<file path="src/rtl/bcm_counters.sv">
module bcm_counters #(
  parameter int NUM_REQ   = 4,
  parameter int NUM_BANKS = 8,
  parameter int CNT_W     = 32,
  parameter int BUSY_W    = 4
) (
  input  logic                 clk,
  input  logic                 rst_n,
  input  logic                 run,
  input  logic                 clear,
  input  logic [NUM_BANKS-1:0] bank_busy,
  output logic [BUSY_W-1:0]    busy_count,
  output logic [CNT_W-1:0]     offered_total,
  output logic [CNT_W-1:0]     serviced_total,
  output logic [CNT_W-1:0]     cycle_total
);
  logic [CNT_W-1:0] off_d, srv_d, cyc_d;
  logic             cnt_en;

  always_comb begin
    busy_count = '0;
    for (int b = 0; b < NUM_BANKS; b++)
      busy_count = busy_count + BUSY_W'(bank_busy[b]);
  end

  assign cnt_en = clear | run;

  always_comb begin
    off_d = offered_total;
    srv_d = serviced_total;
    cyc_d = cycle_total;
    if (clear) begin
      off_d = '0;
      srv_d = '0;
      cyc_d = '0;
    end else if (run) begin
      off_d = offered_total  + CNT_W'(NUM_REQ);
      srv_d = serviced_total + CNT_W'(busy_count);
      cyc_d = cycle_total    + CNT_W'(1);
    end
  end

  always_ff @(posedge clk or negedge rst_n) begin
    if (!rst_n) begin
      offered_total  <= '0;
      serviced_total <= '0;
      cycle_total    <= '0;
    end else if (cnt_en) begin
      offered_total  <= off_d;
      serviced_total <= srv_d;
      cycle_total    <= cyc_d;
    end
  end
endmodule

</file>
<file path="config.mk">
export PLATFORM = sky130hd
export DESIGN_NAME = bcm_counters
export DESIGN_NICKNAME = d
export VERILOG_FILES = /design/src/rtl/bcm_counters.sv
export SDC_FILE = /design/constraint.sdc
export NUM_CORES = 1
export LEC_CHECK = 0
export ABC_AREA = 1
export BUFFER_PORTS_ARGS = -buffer_cell sky130_fd_sc_hd__buf_4
export CAP_MARGIN = 40
export CELL_PAD_IN_SITES_DETAIL_PLACEMENT = 0
export CELL_PAD_IN_SITES_GLOBAL_PLACEMENT = 1
export CORE_MARGIN = 2
export CORE_UTILIZATION = 43
export DETAILED_ROUTE_END_ITERATION = 10
export PLACE_DENSITY_LB_ADDON = 0.3
export SYNTH_ARGS = -nofsm -noshare
export SYNTH_HDL_FRONTEND = slang
export SYNTH_SLANG_ARGS = --single-unit
export TNS_END_PERCENT = 30
</file>
<file path="constraint.sdc">
create_clock -name clk -period 5.8 [get_ports clk]
set_input_delay 0.58 -clock clk [delete_from_list [all_inputs] [get_ports clk]]
set_output_delay 0.58 -clock clk [all_outputs]
set_load 0.02 [all_outputs]
</file>
==> impl_metrics.json, run 1 <==
{
  "p_int_mw": 1.21,
  "crit_type": "primary input to register",
  "r2r_slack_ns": 3.63,
  "crit_arrival_ns": 4.48,
  "finalSetupTns_ns": 0,
  "yosys.cell_count.top_type": "nand2_1",
  "viasPerCell": 4.96,
  "end_kind": "register",
  "period_needed_ns": 4.24,
  "cts_max_level": 3,
  "synthTopCellsByCount": "nand2_1 (233), nor2_1 (157), inv_1 (115), dfrtp_1 (94), nand3_1 (59)",
  "drv_cap": 0,
  "cts_buffers": 9,
  "ys.flop_type": "dfrtp_1",
  "hold_viol_final": 0,
  "max_stage_delay_ns": 0.55,
  "ios": 112,
  "synth_edf_count": 0,
  "synth_cells": 861,
  "grt_pass1_vias": 5218,
  "dp_slack_ns": 1.20,
  "crit_required_ns": 6.04,
  "die_y_microns": 121,
  "routedWlPerCell_microns": 13.8,
  "peakVddDrop_v": 0.000145,
  "num_vias": 5694,
  "area_growth_pct": 22.5,
  "power-per-cell-area_nw_per_um2": 236,
  "antenna_found_initial": 0,
  "worstMarginPinSlew_ns": 0.846,
  "rsz0062_at_grt": "no",
  "status": "finished, final reports clean",
  "crit_slowest_cell": "fa_1",
  "first_pass_iters": 6,
  "hp-class": "primary input to async pin",
  "crit_chain": "buf_4 -> fa_1 -> inv_1 -> fa_1 -> fa_1 -> inv_1 -> ha_1 -> fa_1 -> inv_1 -> fa_1 -> inv_1 -> nand3_1 -> nand2_1 -> nand3_1 -> nor2_1 -> nand3_1 -> nand2_1 -> nor2_1",
  "avgSynthCellArea_sq_um": 6.82,
  "die_w_microns": 121,
  "rows": 42,
  "switching_share_pct": 28.6,
  "grt_pass1_wl_microns": 26200,
  "pwr-share-clk_pct": 40.5,
  "clockRootBuffer": "clkbuf_16",
  "maxSlewViolCount": 0,
  "drc": 0,
  "layout.nets": 995,
  "synth.area.top_cells": "dfrtp_1 (40%), nand2_1 (15%), nor2_1 (10%)",
  "start_util_pct": 44.1,
  "fill_cells": 1327,
  "period_share_pct": 73.0,
  "drive_above_1_share_pct": 15.6,
  "power_frac_seq_pct": 41.8,
  "cpMostUsedCell": "fa_1",
  "grt_max_degree": 81,
  "ys_seq_area_share_pct": 40.1,
  "max_freq_mhz": 236,
  "cts_tree": "done",
  "ys_ff_latch": 94,
  "setup_viol": 0,
  "switching_power_mw": 0.484,
  "syn-cell-area_sq_um": 5870,
  "setup_slack_ns": 1.56,
  "track_usage_pct": 22.6,
  "place_hpwl_microns": 11400,
  "hold_buffers": 0,
  "cts_setup_buffers": 0,
  "synth_top_area_share_pct": 40.1,
  "grt_overflow": 0,
  "ys_warn_count": 0,
  "pwr-share-comb_pct": 17.7,
  "ys_types": 35,
  "drt_wl_total_microns": 15800,
  "p_total_mw": 1.69,
  "drt_iter0_drc": 427,
  "synthArstFlopShare_pct": 100,
  "finClkSkew_ns": 0.00625,
  "num_antenna_cells": 0,
  "slew-limit-headroom_pct": 43.6,
  "leakagePower_nw": 3.48,
  "cts-resized-gates": 0,
  "design.core.area_sq_um": 13300,
  "clk_path_buf_depth": 2,
  "cts.sinks": 94,
  "finalWeightedCongestion": 0.818,
  "die_area_sq_um": 14600,
  "antenna_left": 0,
  "cts.clk_slew.worst_paths_ns": 0.06,
  "path_max_fanout": 7,
  "setup.worst_path.start_class": "primary input",
  "insertion_delay_ns": 0.36,
  "placed_area_sq_um": 6850,
  "yosysTopAreaCell": "dfrtp_1",
  "numPortBuffers": 109,
  "stdcell_area_sq_um": 7190
}
## cells by family after synthesis
| family | count (synthesis) | synth area share (%) |
|---|---|---|
| adders and majority gates | 15 | 3.84 |
| AOI/OAI and AO/OA | 83 | 7.57 |
| DFF | 94 | 40.1 |
| and+or+nand+nor | 531 | 39.1 |
| buffers and inverters | 133 | 8.78 |
| xor gates and xnor gates | 4 | 0.597 |
| other | 1 | 0.0639 |
## metal layers
metal  up-vias  wire [microns]  track usage [%]
met3        26             790             3.40
li1       2947               -                -
met5         -               0                0
met4         0             316             8.50
met2       168            6840             34.6
met1      2553            7860             32.3
## final timing paths
| path | startpoint | end | depth (start not counted) |
|---|---|---|---|
| min in group clk | serviced_total[0] | serviced_total[0] | 2 |
| worst min-delay path | rst_n | serviced_total[1] | 1 |
| max in group asynchronous | rst_n | cycle_total[7] | 2 |
| worst max-delay path | bank_busy[0] | serviced_total[16] | 18 |
| worst max register to register | serviced_total[0] | serviced_total[16] | 11 |
| worst min register to register | serviced_total[0] | serviced_total[0] | 2 |
## cell type report
| type | count | area, sq um | area share, % |
|---|---|---|---|
| multi-input cells | 635 | 3000 | 41.8 |
| flip-flops and latches | 94 | 2350 | 32.7 |
| repair buffers | 111 | 833 | 11.6 |
| inverters | 117 | 439 | 6.11 |
| clock buffers | 10 | 229 | 3.19 |
| well taps | 176 | 220 | 3.06 |
| clock inverters | 6 | 110 | 1.53 |
## layout by cell type (no fill, tap or decap), types with 2 or more instances in the layout
| cell type | synthesis | routed |
|---|---|---|
| a21oi_1 | 43 | 43 |
| a31oi_1 | 3 | 3 |
| buf_4 | 4 | 111 |
| bufinv_16 | 0 | 3 |
| clkbuf_16 | 0 | 9 |
| clkinvlp_4 | 0 | 2 |
| conb_1 | 1 | 2 |
| dfrtp_1 | 94 | 94 |
| fa_1 | 5 | 5 |
| ha_1 | 10 | 10 |
| inv_1 | 115 | 115 |
| inv_2 | 2 | 2 |
| nand2_1 | 233 | 233 |
| nand2_2 | 4 | 4 |
| nand3_1 | 59 | 59 |
| nand3_2 | 2 | 2 |
| nand4_1 | 26 | 26 |
| nor2_1 | 157 | 157 |
| nor2_2 | 10 | 10 |
| nor2_4 | 5 | 5 |
| nor3_1 | 27 | 27 |
| nor3_2 | 2 | 2 |
| nor3b_1 | 2 | 2 |
| o21ai_0 | 26 | 26 |
| o21bai_1 | 6 | 6 |
| xor2_1 | 4 | 4 |
## sequential cells by signal, indices dropped and copies added (netlist names)
signal          count
cycle_total        32
serviced_total     32
offered_total      30
## power groups by stage
stage               registers (mW)  logic, mW  clock network, mW
global route                 0.711      0.339              0.729
CTS                          0.707      0.303              0.702
floorplan                    0.737      0.166                  0
detailed placement           0.719      0.302                  0
global placement             0.719      0.297                  0
finish                       0.708      0.300              0.687
## worst max-delay path: cells and delay by family
family	cells	cell delay (ns)
adder cells (fa/ha/maj)	6	2.68
AND/OR/NAND/NOR	7	0.88
buffers and inverters	5	0.34
## stage by stage
step                utilization [%]  hold WS, ns  cells
floorplan                         -        0.284    862
global placement               51.5        0.507   1133
detailed placement             51.5        0.515   1133
CTS                            54.1        0.240   1149
global route                   54.1        0.262   1149
finish                         54.1        0.225   1149
Note: power is estimated with default switching activity, not from simulation.
==> run 2, diff against run 1 <==
--- a/config.mk
+++ b/config.mk
@@ -11,7 +11,7 @@
 export CELL_PAD_IN_SITES_DETAIL_PLACEMENT = 0
 export CELL_PAD_IN_SITES_GLOBAL_PLACEMENT = 1
 export CORE_MARGIN = 2
-export CORE_UTILIZATION = 43
+export CORE_UTILIZATION = 40
 export DETAILED_ROUTE_END_ITERATION = 10
 export PLACE_DENSITY_LB_ADDON = 0.3
 export SYNTH_ARGS = -nofsm -noshare
==> constraint.sdc (replaced) <==
create_clock -name clk -period 4.37 [get_ports clk]
set_input_delay 0.437 -clock clk [delete_from_list [all_inputs] [get_ports clk]]
set_output_delay 0.437 -clock clk [all_outputs]
set_load 0.02 [all_outputs]
==> impl_metrics.json, run 2 (synthesis results as in run 1) <==
{
  "maxSlewViolCount": 0,
  "crit_type": "primary input to register",
  "path_max_fanout": 7,
  "rsz0062_at_grt": "no",
  "max_stage_delay_ns": 0.53,
  "top_regs": "cycle_total (32), serviced_total (32), offered_total (30)",
  "cts_max_level": 3,
  "grt_overflow": 0,
  "layout.cells.most_common": "nand2_1",
  "antenna_found_initial": 0,
  "peakVddDrop_v": 0.000178,
  "period_needed_ns": 4.04,
  "min_from": "clear",
  "placed_area_sq_um": 6900,
  "area_growth_pct": 22.4,
  "worstMarginPinSlew_ns": 0.848,
  "crit_required_ns": 4.60,
  "cts_setup_buffers": 0,
  "final_cell_mix": "nand2_1 (233), nor2_1 (157), inv_1 (115), buf_4 (113), dfrtp_1 (94)",
  "start_util_pct": 40.7,
  "crit_arrival_ns": 4.27,
  "period_share_pct": 92.4,
  "track_usage_pct": 21.4,
  "hold_viol_final": 0,
  "leakagePower_nw": 3.48,
  "hp-class": "primary input to register",
  "cpMostUsedCell": "fa_1",
  "cts-resized-gates": 0,
  "cts.clk_slew.worst_paths_ns": 0.07,
  "layout.nets": 999,
  "status": "finished, final reports clean",
  "setup_viol": 0,
  "clockRootBuffer": "clkbuf_16",
  "setup.worst_path.start_class": "primary input",
  "setup_slack_ns": 0.333,
  "numPortBuffers": 109,
  "place_hpwl_microns": 11800,
  "viasPerCell": 4.95,
  "dp_slack_ns": 0.0113,
  "rr_startpoint": "serviced_total[0]",
  "insertion_delay_ns": 0.35,
  "num_vias": 5735,
  "drt_wl_total_microns": 16200,
  "design.core.area_sq_um": 14400,
  "drv_cap": 0,
  "finalWeightedCongestion": 0.826,
  "grt_pass1_vias": 5364,
  "num_antenna_cells": 0,
  "crit_chain": "buf_4 -> fa_1 -> inv_1 -> fa_1 -> fa_1 -> inv_1 -> ha_1 -> fa_1 -> inv_1 -> fa_1 -> inv_1 -> nand3_1 -> nand2_1 -> nand3_1 -> nor2_1 -> nand2_1 -> and3_1",
  "cts_buffers": 9,
  "slew-limit-headroom_pct": 43.4,
  "hold_buffers": 1,
  "finClkSkew_ns": 0.00756,
  "die_w_microns": 125,
  "instances_no_fill": 1159,
  "finalSetupTns_ns": 0,
  "stdcell_area_sq_um": 7180,
  "placed_cells": 1144,
  "hold_ws_ns": 0.429,
  "die_y_microns": 125,
  "antenna_left": 0,
  "cts.sinks": 94,
  "max_freq_mhz": 248,
  "ios": 112,
  "end_kind": "register",
  "crit_slowest_cell": "fa_1",
  "power-per-cell-area_nw_per_um2": 295,
  "routedWlPerCell_microns": 14.0,
  "first_pass_iters": 6,
  "grt_max_degree": 81,
  "die_area_sq_um": 15700,
  "drc": 0,
  "critPathLaunch": "bank_busy[0]",
  "clk_path_buf_depth": 2,
  "cts_tree": "done",
  "drive_above_1_share_pct": 15.5,
  "rows": 44,
  "drt_iter0_drc": 446,
  "grt_pass1_wl_microns": 27300
}
run 2: through the flow:
step | utilization [%] | power, mW
after CTS | 49.8 | 2.15
after floorplan | - | 1.20
after detailed placement | 47.8 | 1.37
after global placement | 47.7 | 1.36
final | 49.8 | 2.12
after global routing | 49.8 | 2.24
run 2: per-layer routing:
layer | vias up | wire length (microns) | GRT usage [%]
met5 | - | 0 | 0
met4 | 0 | 244 | 6.67
met3 | 15 | 753 | 3.12
met2 | 141 | 7370 | 34.1
met1 | 2629 | 7860 | 30.2
li1 | 2950 | - | -
run 2: area by class of cell:
class | instances | area [sq um]
fillers | 1475 | 7240
clock buffers | 12 | 236
repair buffers | 115 | 886
inverters | 117 | 439
flip-flops and latches | 94 | 2350
multi-input cells | 635 | 3000
clock inverters | 2 | 35.0
well taps | 184 | 230
run 2: worst paths after layout:
kind / endpoint / slack [ns] / cells after the start
max in group asynchronous: serviced_total[22] / 2.89 / 4
min in group asynchronous: offered_total[29] / 0.50 / 2
hold reg to reg: cycle_total[3] / 0.52 / 1
setup reg to reg: serviced_total[14] / 2.22 / 10
hold / removal: offered_total[12] / 0.43 / 2
setup / recovery: serviced_total[14] / 0.33 / 17
run 2: power breakdown:
group	total [mW]	switching, mW	internal [mW]
Sequential	0.940	0.0407	0.899
Combinational	0.412	0.251	0.161
Clock	0.766	0.328	0.437
run 2: critical path: cells and delay by family:
family | cells | cell delay, ns
adders and majority gates | 6 | 2.60
buffers and inverters | 5 | 0.32
and+or+nand+nor | 6 | 0.91
